==> config.mk <==
export PLATFORM = sky130hd
export DESIGN_NAME = irq_prio_arb
export DESIGN_NICKNAME = d
export VERILOG_FILES = /design/src/rtl/irq_arb_pkg.sv /design/src/rtl/irq_line_sync.sv /design/src/rtl/irq_eligible.sv /design/src/rtl/irq_prio_pick.sv /design/src/rtl/irq_prio_arb.sv
export SDC_FILE = /design/constraint.sdc
export NUM_CORES = 1
export LEC_CHECK = 0
export BUFFER_PORTS_ARGS = -buffer_cell sky130_fd_sc_hd__buf_2
export CORE_MARGIN = 5
export CORE_UTILIZATION = 48
export CTS_BUF_LIST = sky130_fd_sc_hd__clkbuf_8 sky130_fd_sc_hd__clkbuf_16
export CTS_CLUSTER_SIZE = 24
export DETAILED_ROUTE_END_ITERATION = 12
export PLACE_DENSITY = 0.83
export SLEW_MARGIN = 15
export SYNTH_ARGS = -nofsm -noshare
export SYNTH_HDL_FRONTEND = slang
export SYNTH_SLANG_ARGS = --single-unit
==> constraint.sdc <==
create_clock -name clk -period 2 [get_ports clk]
set_input_delay 0.1 -clock clk [delete_from_list [all_inputs] [get_ports clk]]
set_output_delay 0.1 -clock clk [all_outputs]
set_load 0.1 [all_outputs]
==> src/rtl/irq_arb_pkg.sv <==
package irq_arb_pkg;

    localparam int N_GEN     = 4;
    localparam int N_SW      = 15;
    localparam int N_AST     = 4;
    localparam int N_PERF    = 2;
    localparam int CODE_W    = 5;
    localparam int MODE_W    = 2;

    localparam int C_AST_LO  = 1;
    localparam int C_SW_LO   = C_AST_LO + N_AST;
    localparam int C_PERF_LO = C_SW_LO + N_SW;
    localparam int C_SERIAL  = C_PERF_LO + N_PERF;
    localparam int C_GEN_LO  = C_SERIAL + 1;
    localparam int C_PFAIL   = C_GEN_LO + N_GEN;
    localparam int C_MCHK    = C_PFAIL + 1;
    localparam int C_HALT    = C_MCHK + 1;
    localparam int N_CODES   = C_HALT + 1;

    localparam int MASK_W    = N_GEN + 1 + N_PERF;
    localparam int N_LINES   = N_GEN + 3;

    typedef struct packed {
        logic              pend;
        logic [CODE_W-1:0] code;
    } arb_state_t;

endpackage

==> src/rtl/irq_line_sync.sv <==
module irq_line_sync #(
    parameter int WIDTH  = 7,
    parameter int STAGES = 2
) (
    input  logic             clk,
    input  logic             rst_n,
    input  logic [WIDTH-1:0] async_i,
    output logic [WIDTH-1:0] sync_o
);

    logic [STAGES-1:0][WIDTH-1:0] chain_d, chain_q;

    always_comb begin
        chain_d[0] = async_i;
        for (int s = 1; s < STAGES; s++) begin
            chain_d[s] = chain_q[s-1];
        end
    end

    always_ff @(posedge clk) begin
        if (!rst_n) chain_q <= '0;
        else        chain_q <= chain_d;
    end

    assign sync_o = chain_q[STAGES-1];

endmodule

==> src/rtl/irq_eligible.sv <==
module irq_eligible
    import irq_arb_pkg::*;
(
    input  logic [N_GEN-1:0]  gen_i,
    input  logic              halt_i,
    input  logic              pfail_i,
    input  logic              mchk_i,
    input  logic              serial_i,
    input  logic [N_PERF-1:0] perf_i,
    input  logic [MASK_W-1:0] mask_i,
    input  logic [N_SW-1:0]   sw_i,
    input  logic [N_AST-1:0]  ast_req_i,
    input  logic [N_AST-1:0]  ast_en_i,
    input  logic [MODE_W-1:0] mode_i,
    input  logic              fw_i,
    output logic [N_CODES-1:0] elig_o
);

    logic open_w;
    assign open_w = ~fw_i;

    assign elig_o[0]        = 1'b0;
    assign elig_o[C_PFAIL]  = pfail_i & open_w;
    assign elig_o[C_MCHK]   = mchk_i  & open_w;
    assign elig_o[C_HALT]   = halt_i  & open_w;
    assign elig_o[C_SERIAL] = serial_i & mask_i[N_GEN] & open_w;

    for (genvar g = 0; g < N_GEN; g++) begin : g_gen
        assign elig_o[C_GEN_LO+g] = gen_i[g] & mask_i[g] & open_w;
    end

    for (genvar p = 0; p < N_PERF; p++) begin : g_perf
        assign elig_o[C_PERF_LO+p] = perf_i[p] & mask_i[N_GEN+1+p] & open_w;
    end

    for (genvar l = 0; l < N_SW; l++) begin : g_sw
        assign elig_o[C_SW_LO+l] = sw_i[l] & open_w;
    end

    // lower mode number sits at the higher code
    for (genvar m = 0; m < N_AST; m++) begin : g_ast
        assign elig_o[C_AST_LO+N_AST-1-m] = ast_req_i[m] & ast_en_i[m]
                                          & (int'(mode_i) >= m) & open_w;
    end

endmodule

==> src/rtl/irq_prio_pick.sv <==
module irq_prio_pick #(
    parameter int N      = 30,
    parameter int CODE_W = 5
) (
    input  logic [N-1:0]      vec_i,
    output logic              any_o,
    output logic [CODE_W-1:0] code_o
);

    always_comb begin
        code_o = '0;
        for (int i = 0; i < N; i++) begin
            if (vec_i[i]) code_o = CODE_W'(i);
        end
    end

    assign any_o = |vec_i;

endmodule

==> src/rtl/irq_prio_arb.sv <==
module irq_prio_arb
    import irq_arb_pkg::*;
#(
    parameter int SYNC_STAGES = 2
) (
    input  logic              clk,
    input  logic              rst_n,
    input  logic [3:0]        hw_gen_i,
    input  logic              halt_i,
    input  logic              pwr_fail_i,
    input  logic              mach_chk_i,
    input  logic              serial_req_i,
    input  logic [1:0]        perf_req_i,
    input  logic [6:0]        intr_mask_i,
    input  logic [14:0]       sw_req_i,
    input  logic [3:0]        ast_req_i,
    input  logic [3:0]        ast_en_i,
    input  logic [1:0]        cur_mode_i,
    input  logic              fw_mode_i,
    output logic              irq_pend_o,
    output logic [4:0]        irq_code_o
);

    localparam int CODE_SPACE = 2**CODE_W;

    logic [N_LINES-1:0]    lines_raw, lines_s;
    logic [N_CODES-1:0]    elig;
    logic [CODE_SPACE-1:0] elig_ext;
    logic                  pick_any;
    logic [CODE_W-1:0]     pick_code;
    arb_state_t            state_d, state_q;

    assign lines_raw = {halt_i, mach_chk_i, pwr_fail_i, hw_gen_i};

    irq_line_sync #(.WIDTH(N_LINES), .STAGES(SYNC_STAGES)) u_sync (
        .clk     (clk),
        .rst_n   (rst_n),
        .async_i (lines_raw),
        .sync_o  (lines_s)
    );

    irq_eligible u_elig (
        .gen_i     (lines_s[N_GEN-1:0]),
        .halt_i    (lines_s[N_GEN+2]),
        .pfail_i   (lines_s[N_GEN]),
        .mchk_i    (lines_s[N_GEN+1]),
        .serial_i  (serial_req_i),
        .perf_i    (perf_req_i),
        .mask_i    (intr_mask_i),
        .sw_i      (sw_req_i),
        .ast_req_i (ast_req_i),
        .ast_en_i  (ast_en_i),
        .mode_i    (cur_mode_i),
        .fw_i      (fw_mode_i),
        .elig_o    (elig)
    );

    irq_prio_pick #(.N(N_CODES), .CODE_W(CODE_W)) u_pick (
        .vec_i  (elig),
        .any_o  (pick_any),
        .code_o (pick_code)
    );

    assign elig_ext = {{(CODE_SPACE-N_CODES){1'b0}}, elig};

    always_comb begin
        state_d = state_q;
        if (state_q.pend) begin
            if (!elig_ext[state_q.code]) state_d = '0;
        end else begin
            state_d.pend = pick_any;
            state_d.code = pick_code;
        end
    end

    always_ff @(posedge clk) begin
        if (!rst_n) state_q <= '0;
        else        state_q <= state_d;
    end

    assign irq_pend_o = state_q.pend;
    assign irq_code_o = state_q.code;

    assert_fw_blocks_R8: assert property (@(posedge clk) disable iff (!rst_n)
        fw_mode_i |=> !irq_pend_o);

    assert_code_held_R9: assert property (@(posedge clk) disable iff (!rst_n)
        (irq_pend_o && elig_ext[irq_code_o]) |=> (irq_pend_o && $stable(irq_code_o)));

    assert_drop_on_loss_R9: assert property (@(posedge clk) disable iff (!rst_n)
        (irq_pend_o && !elig_ext[irq_code_o]) |=> (!irq_pend_o && irq_code_o == '0));

    assert_idle_takes_winner_R3: assert property (@(posedge clk) disable iff (!rst_n)
        (!irq_pend_o && pick_any) |=> (irq_pend_o && irq_code_o == $past(pick_code)));

    assert_code_in_map_R2: assert property (@(posedge clk) disable iff (!rst_n)
        irq_pend_o |-> (irq_code_o != '0 && irq_code_o <= CODE_W'(C_HALT)));

    assert_ast_mode_R7: assert property (@(posedge clk) disable iff (!rst_n)
        (irq_pend_o && !$past(irq_pend_o) && irq_code_o >= CODE_W'(C_AST_LO)
         && irq_code_o < CODE_W'(C_SW_LO))
        |-> (int'($past(cur_mode_i)) >= (C_AST_LO + N_AST - 1) - int'(irq_code_o)));

endmodule

After elaboration in Yosys (flattened, before gate mapping):

Cells that the tools add are included.

* mux-type cells: 33
* equal/unequal tests: 1
* reductions and logical operators: 1
* order comparisons: 4
* bitwise logic cells: 44

Operators with widths (number)
* $mux 5: 14
* $and 1x1->1: 43
* $mux 4: 8
* $reduce_or 29->1: 1
* $mux 3: 4
* $mux 6: 2
* $lt 5x6->1 const B: 1
* $bmux 1 s5: 1
* $ge 2x2->1 const B: 2
* $mux 2: 2
* $ge 2x1->1 const B: 1
* $mux 1: 2
* $ne 2x2->1 const B: 1
* $not 1->1: 1

* flip-flop bits (word level): 20
* logic and storage cells: 87
* bits of input ports: 45

Longest topological paths before layout:

Gate-level depths: netlist of run 1.

* depth after elaboration: 33
* depth in mapped cells: 8

By module:

A second synthesis of run 1 with hierarchy kept.

* cell total of the unflattened synthesis: 179
* area total of the unflattened synthesis: 1503.9 µm²

By module, submodules not included
* irq_prio_arb: instances 1, cells an instance 48, area an instance 525.5 µm², sequential area each 120.1 µm²
* irq_line_sync: instances 1, cells an instance 29, area an instance 391.6 µm², sequential area each 280.3 µm²
* irq_prio_pick: instances 1, cells an instance 58, area an instance 329.1 µm², sequential area each 0.0 µm²
* irq_eligible: instances 1, cells an instance 44, area an instance 257.7 µm², sequential area each 0.0 µm²

Least setup slack after synthesis of run 1:

No wires, ideal clock.

* path type: register to register
* start point: reg state_q, in the netlist irq_code_o[0]
* end point: reg state_q, in the netlist irq_pend_o
* stages on the path, launching flop included: 8
* data required time: 1880 ps
* slack: -542 ps
* data arrival time: 2422 ps
* setup time: 120 ps
* path buffers: 1
* path through: dfxtp_1 -> buf_6 -> mux4_2 -> mux2i_1 -> o21bai_1 -> a21o_1 -> and4_4 -> or2_1

* cells in the longest elaborated chain, start to end: 4

RTL lines
* start: declaration: RTL line irq_prio_arb.sv:31 `arb_state_t state_d, state_q;`
* start signal: assignment: RTL line irq_prio_arb.sv:78 `else state_q <= state_d;`
* $bmux 1 s5: RTL line irq_prio_arb.sv:69 `if (!elig_ext[state_q.code]) state_d = '0;`
* $mux 1 (not written as such): RTL line irq_prio_arb.sv:69
* $mux 6: RTL line irq_prio_arb.sv:69
* $mux 6: RTL line irq_prio_arb.sv:68 `if (state_q.pend) begin`

No other way between the ends. The select of a mux whose other input is x is not followed.
A chain may end at the register's enable or synchronous reset.

Final worst setup path of run 1:

Same ends and word-level chain as after synthesis.

==> summary.md, run 1 <==
| Metric | Value |
|---|---|
| Sink Count | 20 |
| Fin crit share | 0.921 |
| PortBufs | 50 |
| CP startpoint kind | flop |
| TritonCTS buffer count | 3 |
| Root Driver | clkbuf_8 |
| Final nets | 262 |
| Final Hold Slack | 46.9 ps |
| # hold bufs at CTS | 0 |
| Initial core utilization | 0.492 |
| Syn avg cell area | 7.97 um2 |
| Area of the die | 3910 um2 |
| CTS-repair resized insts | 0 |
| Die H | 62.5 um |
| Vias in the first global route | 1360 |
| Worst hold path type | primary input to flop |
| DRT met1 WL | 1470 um |
| CTS max path bufs | 2 |
| Period minus WS final | 1840 ps |
| Share of cells above drive strength 1 | 0.293 |
| Row cnt | 19 |
| Arrival @ worst endpoint | 1980 ps |
| Area Growth Syn to Fin | 24.5% |
| Max-slew violations | 0 |
| Critical path fanouts, max | 8 |
| Metal3 WL | 389 um |
| DRT iter0 DRCs | 116 |
| Gpl congestion | 0.993 |
| Filler cells | 256 |
| Status | finished clean |
| Sequential area share after synthesis | 0.303 |
| Asr flop ratio synth | 0 |
| Synth Warn # | 0 |
| Routed vias | 1438 |
| MaxCap Viol Count | 0 |
| DPL Wire Length | 2880 um |
| Crit-path slowest cell | mux4_2 |
| CP cell instances | mux4_2 > mux2i_1 > o21bai_1 > a21o_1 > and4_4 > or2_1 |
| CP endpoint kind | flop |
| Clock Skews | 4.08 ps |
| Largest stage delay, worst path | 510 ps |
| ANT nets after route | 0 |
| Antenna violations before repair | 0 |
| Syn nets | 211 |
| PnR worst setup slack | 159 ps |
| Largest net degree at the start of global routing | 25 |
| # Post-CTS Setup Buffers | 0 |
| Vias per cell | 5.85 |
| Per-cell routed wire length | 14.6 um |
| Post-Synthesis Cell Area | 1320 um2 |
| Dpl cells | 243 |
| Met2 routed WL | 1660 um |
| Post-synth EDFFs | 0 |
| Routed wire length | 3600 um |
| Register bit total from synthesis | 20 |
| Final Non-Filler Cells | 246 |
| Slew HR | 0.638 |
| First-pass GRT wire length | 6100 um |
| Pleak | 0.000688 uW |
| N_diodes | 0 |
| Hold Violations, Final | 0 |
| Post-route cell area | 1650 um2 |
| Worst skew pair latency | 250 ps |
| Post-placement setup slack | 184 ps |
| Highest Clock Rate | 543 MHz |
| Core ar. | 2690 um2 |
| Required time of the critical path | 2140 ps |
| Die Wd | 62.5 um |
| Pre-Repair DR Iteration Count | 4 |
| Post-Synthesis Cells | 166 |
| Aggregate global routing overflow | 0 |
| CTS tree | yes |
| Main synth FF type | dfxtp_1 |
| Area of placed instances | 1610 um2 |
| Htree depth | 1 |
| Global router's overall resource usage | 0.186 |
| Maximum vdd drop | 679 uV |
| Slew of the pin with the lowest slew margin | 538 ps |
| Drt drc | 0 |
| Cell variety after synth | 43 |
| Clk pin slew, worst setup/hold paths | 70 ps |
| IO Pins | 51 |
| Power Density | 650 nW/um2 |
| Final setup fails | 0 |
| Top Metal Used | met4 |
| R2R Setup Slk | 160 ps |
| RSZ-0062 raised after global routing | no |
| Crit Path Category | flop to flop |
## Yosys cell counts (4+ instances only)
library cell | n | area [um2]
mux2i_1 | 6 | 60.1
nor2_1 | 15 | 56.3
a21oi_1 | 15 | 75.1
nor3_1 | 5 | 25.0
dfxtp_1 | 20 | 400
inv_1 | 5 | 18.8
nand3_1 | 6 | 30.0
and2_1 | 15 | 93.8
o21ai_0 | 10 | 50.1
nand2_1 | 11 | 41.3
buf_2 | 4 | 20.0
nor2b_1 | 6 | 37.5
o21bai_1 | 4 | 30.0
## cell type report
class,count,area (um2),share of cell area
Sequential cell,20,410,0.249
Timing Repair Buffer,53,273,0.166
Tap cell,31,38.8,0.0236
Clock buffer,3,41.3,0.0251
Inverter,5,18.8,0.0114
Multi-Input combinational cell,134,865,0.525
## placed cells by master (no fill, tap or decap), drive strengths merged, types with 3 or more instances in the layout
master    n
buf      53
dfxtp    20
nor2     15
a21oi    15
and2     15
nand2    11
o21ai    10
nand3     6
mux2i     6
nor2b     6
inv       5
nor3      5
o21bai    4
a41oi     3
o2bb2ai   3
nor4      3
a221o     3
clkbuf    3
## power by group
part,switching [uW],internal [uW],total (uW)
Sequential,31.9,427,459
Combinational,229,131,359
Clock,118,134,252
Total,379,692,1070
## worst max-delay path, delay by kind of cell (launching register included)
| family | cells | cell delay [ps] |
|---|---|---|
| AO/OA/AOI/OAI | 2 | 280 |
| flip-flops | 1 | 410 |
| AND/OR/NAND/NOR | 2 | 370 |
| multiplexers | 2 | 670 |
## through the flow
step | util | power (uW) | TNS, ps
detailed placement | 0.598 | 825 | 0
global placement | 0.598 | 821 | 0
global route | 0.613 | 1130 | 0
CTS | 0.613 | 1070 | 0
finish | 0.613 | 1070 | 0
floorplan | - | 715 | -53.2
## cells by family (layout without fill, tap and decap cells)
| family | after synthesis | count (layout) | share of synthesized area |
|---|---|---|---|
| and+or+nand+nor | 73 | 73 | 0.298 |
| DFF | 20 | 20 | 0.303 |
| buffers and inverters | 12 | 61 | 0.0435 |
| muxes | 8 | 8 | 0.0795 |
| AOI/OAI and AO/OA | 53 | 53 | 0.276 |
## sequential cells by signal (all words and copies together), names as in the netlist
name,flops
u_sync.sync_o,7
irq_code_o,5
u_sync.chain_d,7
irq_pend_o,1
## final timing paths
check,start,endpoint,depth (start not counted)
worst max-delay path,irq_code_o[0],irq_pend_o,6
worst min-delay path,hw_gen_i[1],u_sync.chain_d[8],2
worst max register to register,irq_code_o[0],irq_pend_o,6
worst min register to register,u_sync.chain_d[11],u_sync.sync_o[4],1
## layer usage
layer	vias up	track usage
met5	-	0
met4	0	0.0769
met3	9	0.0594
met2	74	0.311
met1	628	0.218
li1	727	-
No activity file was read; power rests on OpenSTA's default activity.
==> run 2, diff against run 1 <==
CELL_PAD_IN_SITES_DETAIL_PLACEMENT = 0   (was default)
CELL_PAD_IN_SITES_GLOBAL_PLACEMENT = 2   (was default)
CORE_UTILIZATION = 28   (was 48)
PLACE_DENSITY = 0.87   (was 0.83)
clock period = 2.3 ns   (was 2 ns; I/O delays follow)
==> summary.md, run 2 (same netlist as run 1, synthesis figures left out) <==
| Metric | Value |
|---|---|
| Status | finished clean |
| Vias in the first global route | 1359 (-0.074%) |
| ANT nets after route | 0 (unchanged) |
| CP top delay family | multiplexers |
| Gpl congestion | 0.801 (-19%) |
| N_diodes | 0 (unchanged) |
| DPL Wire Length | 3020 um (+4.9%) |
| Global router's overall resource usage | 0.120 (-0.0661) |
| Arrival @ worst endpoint | 1990 ps (about the same) |
| Share of cells above drive strength 1 | 0.288 (-0.00465) |
| Met1 usage | 0.152 (-0.0657) |
| Period minus WS final | 1850 ps (+9.60 ps) |
| Pleak | 0.000697 uW (+1.3%) |
| Root Driver | clkbuf_8 |
| RSZ-0062 raised after global routing | no |
| Core ar. | 4660 um2 (+73%) |
| Most frequent cells in the layout | buf_2 (50), dfxtp_1 (17), nor2_1 (15), a21oi_1 (15), and2_1 (15) |
| Sink Count | 20 (unchanged) |
| Largest net degree at the start of global routing | 25 (unchanged) |
| Fin crit share | 0.805 (-0.116) |
| Highest Clock Rate | 540 MHz (-0.52%) |
| CP Buf/Inv Count | 0 (unchanged) |
| Crit-path slowest cell | mux4_2 |
| CP cell instances | mux4_2 > mux2i_1 > o21bai_1 > a21o_1 > and4_4 > or2_1 |
| Area Growth Syn to Fin | 27.9% |
| Routed vias | 1382 (-3.9%) |
| Per-cell routed wire length | 13.8 um (-5.6%) |
| Met3 Track Usage GR | 0.0306 (-0.0287) |
| MaxCap Viol Count | 0 (unchanged) |
| Initial core utilization | 0.284 (-0.209) |
| Crit Path Category | flop to flop |
| Vias per cell | 5.14 (-12%) |
| GRT busiest layer | met2 |
| Clk pin slew, worst setup/hold paths | 70 ps (about the same) |
| IO Pins | 51 (unchanged) |
| Area of the die | 6200 um2 (+59%) |
| # Post-CTS Setup Buffers | 0 (unchanged) |
| CP endpoint kind | flop |
| Aggregate global routing overflow | 0 (unchanged) |
| Worst hold path type | primary input to flop |
| Routed wire length | 3720 um (+3.2%) |
| Slew of the pin with the lowest slew margin | 604 ps (+65.7 ps) |
| Max-slew violations | 0 (unchanged) |
| Final setup fails | 0 (unchanged) |
| Row cnt | 25 (+6) |
| Core Util, Final | 0.363 (-0.250) |
| Htree depth | 1 (unchanged) |
| Maximum vdd drop | 370 uV (-46%) |
| PortBufs | 50 (unchanged) |
| CTS max path bufs | 2 (unchanged) |
| Drt drc | 0 (unchanged) |
| TritonCTS buffer count | 3 (unchanged) |
| Leading cell type in the layout, fill and taps excluded | buf_2 |
| CTS tree | yes |
| # hold bufs at CTS | 0 (unchanged) |
| Die Wd | 78.7 um (+26%) |
| Hold Violations, Final | 0 (unchanged) |
| Required time of the critical path | 2440 ps (+300 ps) |
| DRT iter0 DRCs | 53 (-54%) |
| Setup TNS | 0 ps (unchanged) |
| Die H | 78.7 um (+26%) |
| Slew HR | 0.594 (-0.0442) |
| Critical path fanouts, max | 5 (-3) |
| Antenna violations before repair | 0 (unchanged) |
| Power Density | 623 nW/um2 (-4.2%) |
| Final nets | 261 (-0.38%) |
| Met2 usage | 0.205 (-0.106) |
| Largest stage delay, worst path | 510 ps (about the same) |
| CP startpoint kind | flop |
| CTS-repair resized insts | 0 (unchanged) |
| First-pass GRT wire length | 6090 um (-0.23%) |
| Pre-Repair DR Iteration Count | 3 (-1) |
| Clock Skews | 2.26 ps (-1.82 ps) |
| Worst skew pair latency | 250 ps (about the same) |
-- run 2: changes by cell type in the layout (fill, tap and decap cells not counted) --
cell,previous run,this run
dfxtp_2,2,3
dfxtp_4,2,0
dfxtp_1,16,17
bufinv_16,0,1
buf_4,3,2
-- run 2: final cells by class --
cell class / count / area, um2
fillers: 500 / 2970
multi-input cells: 134 / 865
flip-flops and latches: 20 / 404
repair buffers: 52 / 265
well taps: 54 / 67.6
clock buffers: 3 / 41.3
clock inverters: 1 / 30.0
inverters: 5 / 18.8
-- run 2: final timing paths --
kind,start,endpoint,slack (ps),cells past startpoint
max,irq_code_o[0],irq_pend_o,450,6
min reg2reg,u_sync.chain_d[8],u_sync.sync_o[1],440,1
min,pwr_fail_i,u_sync.chain_d[11],60,2
max reg2reg,irq_code_o[0],irq_pend_o,450,6
-- run 2: metal layers --
metal | vias to the layer above | part of all wire
met5 | - | 0
met4 | 0 | 0.0038
met3 | 2 | 0.070
met2 | 31 | 0.47
met1 | 621 | 0.45
li1 | 728 | -
-- run 2: through the flow --
step	hold slack (ps)	setup slack (ps)	area (um2)	std cells	power, uW
after CTS	53.3	447	1690	269	1070
after detailed placement	324	467	1620	265	718
after global routing	54.4	348	1690	269	1110
final	61.9	449	1690	269	1050
after global placement	320	480	1620	265	720
after floorplan	237	82.9	1330	166	622
-- run 2: report_power, final --
group	internal [uW]	switching, uW
combinational	112	200
clock	232	112
sequential	371	27.2
total	715	339
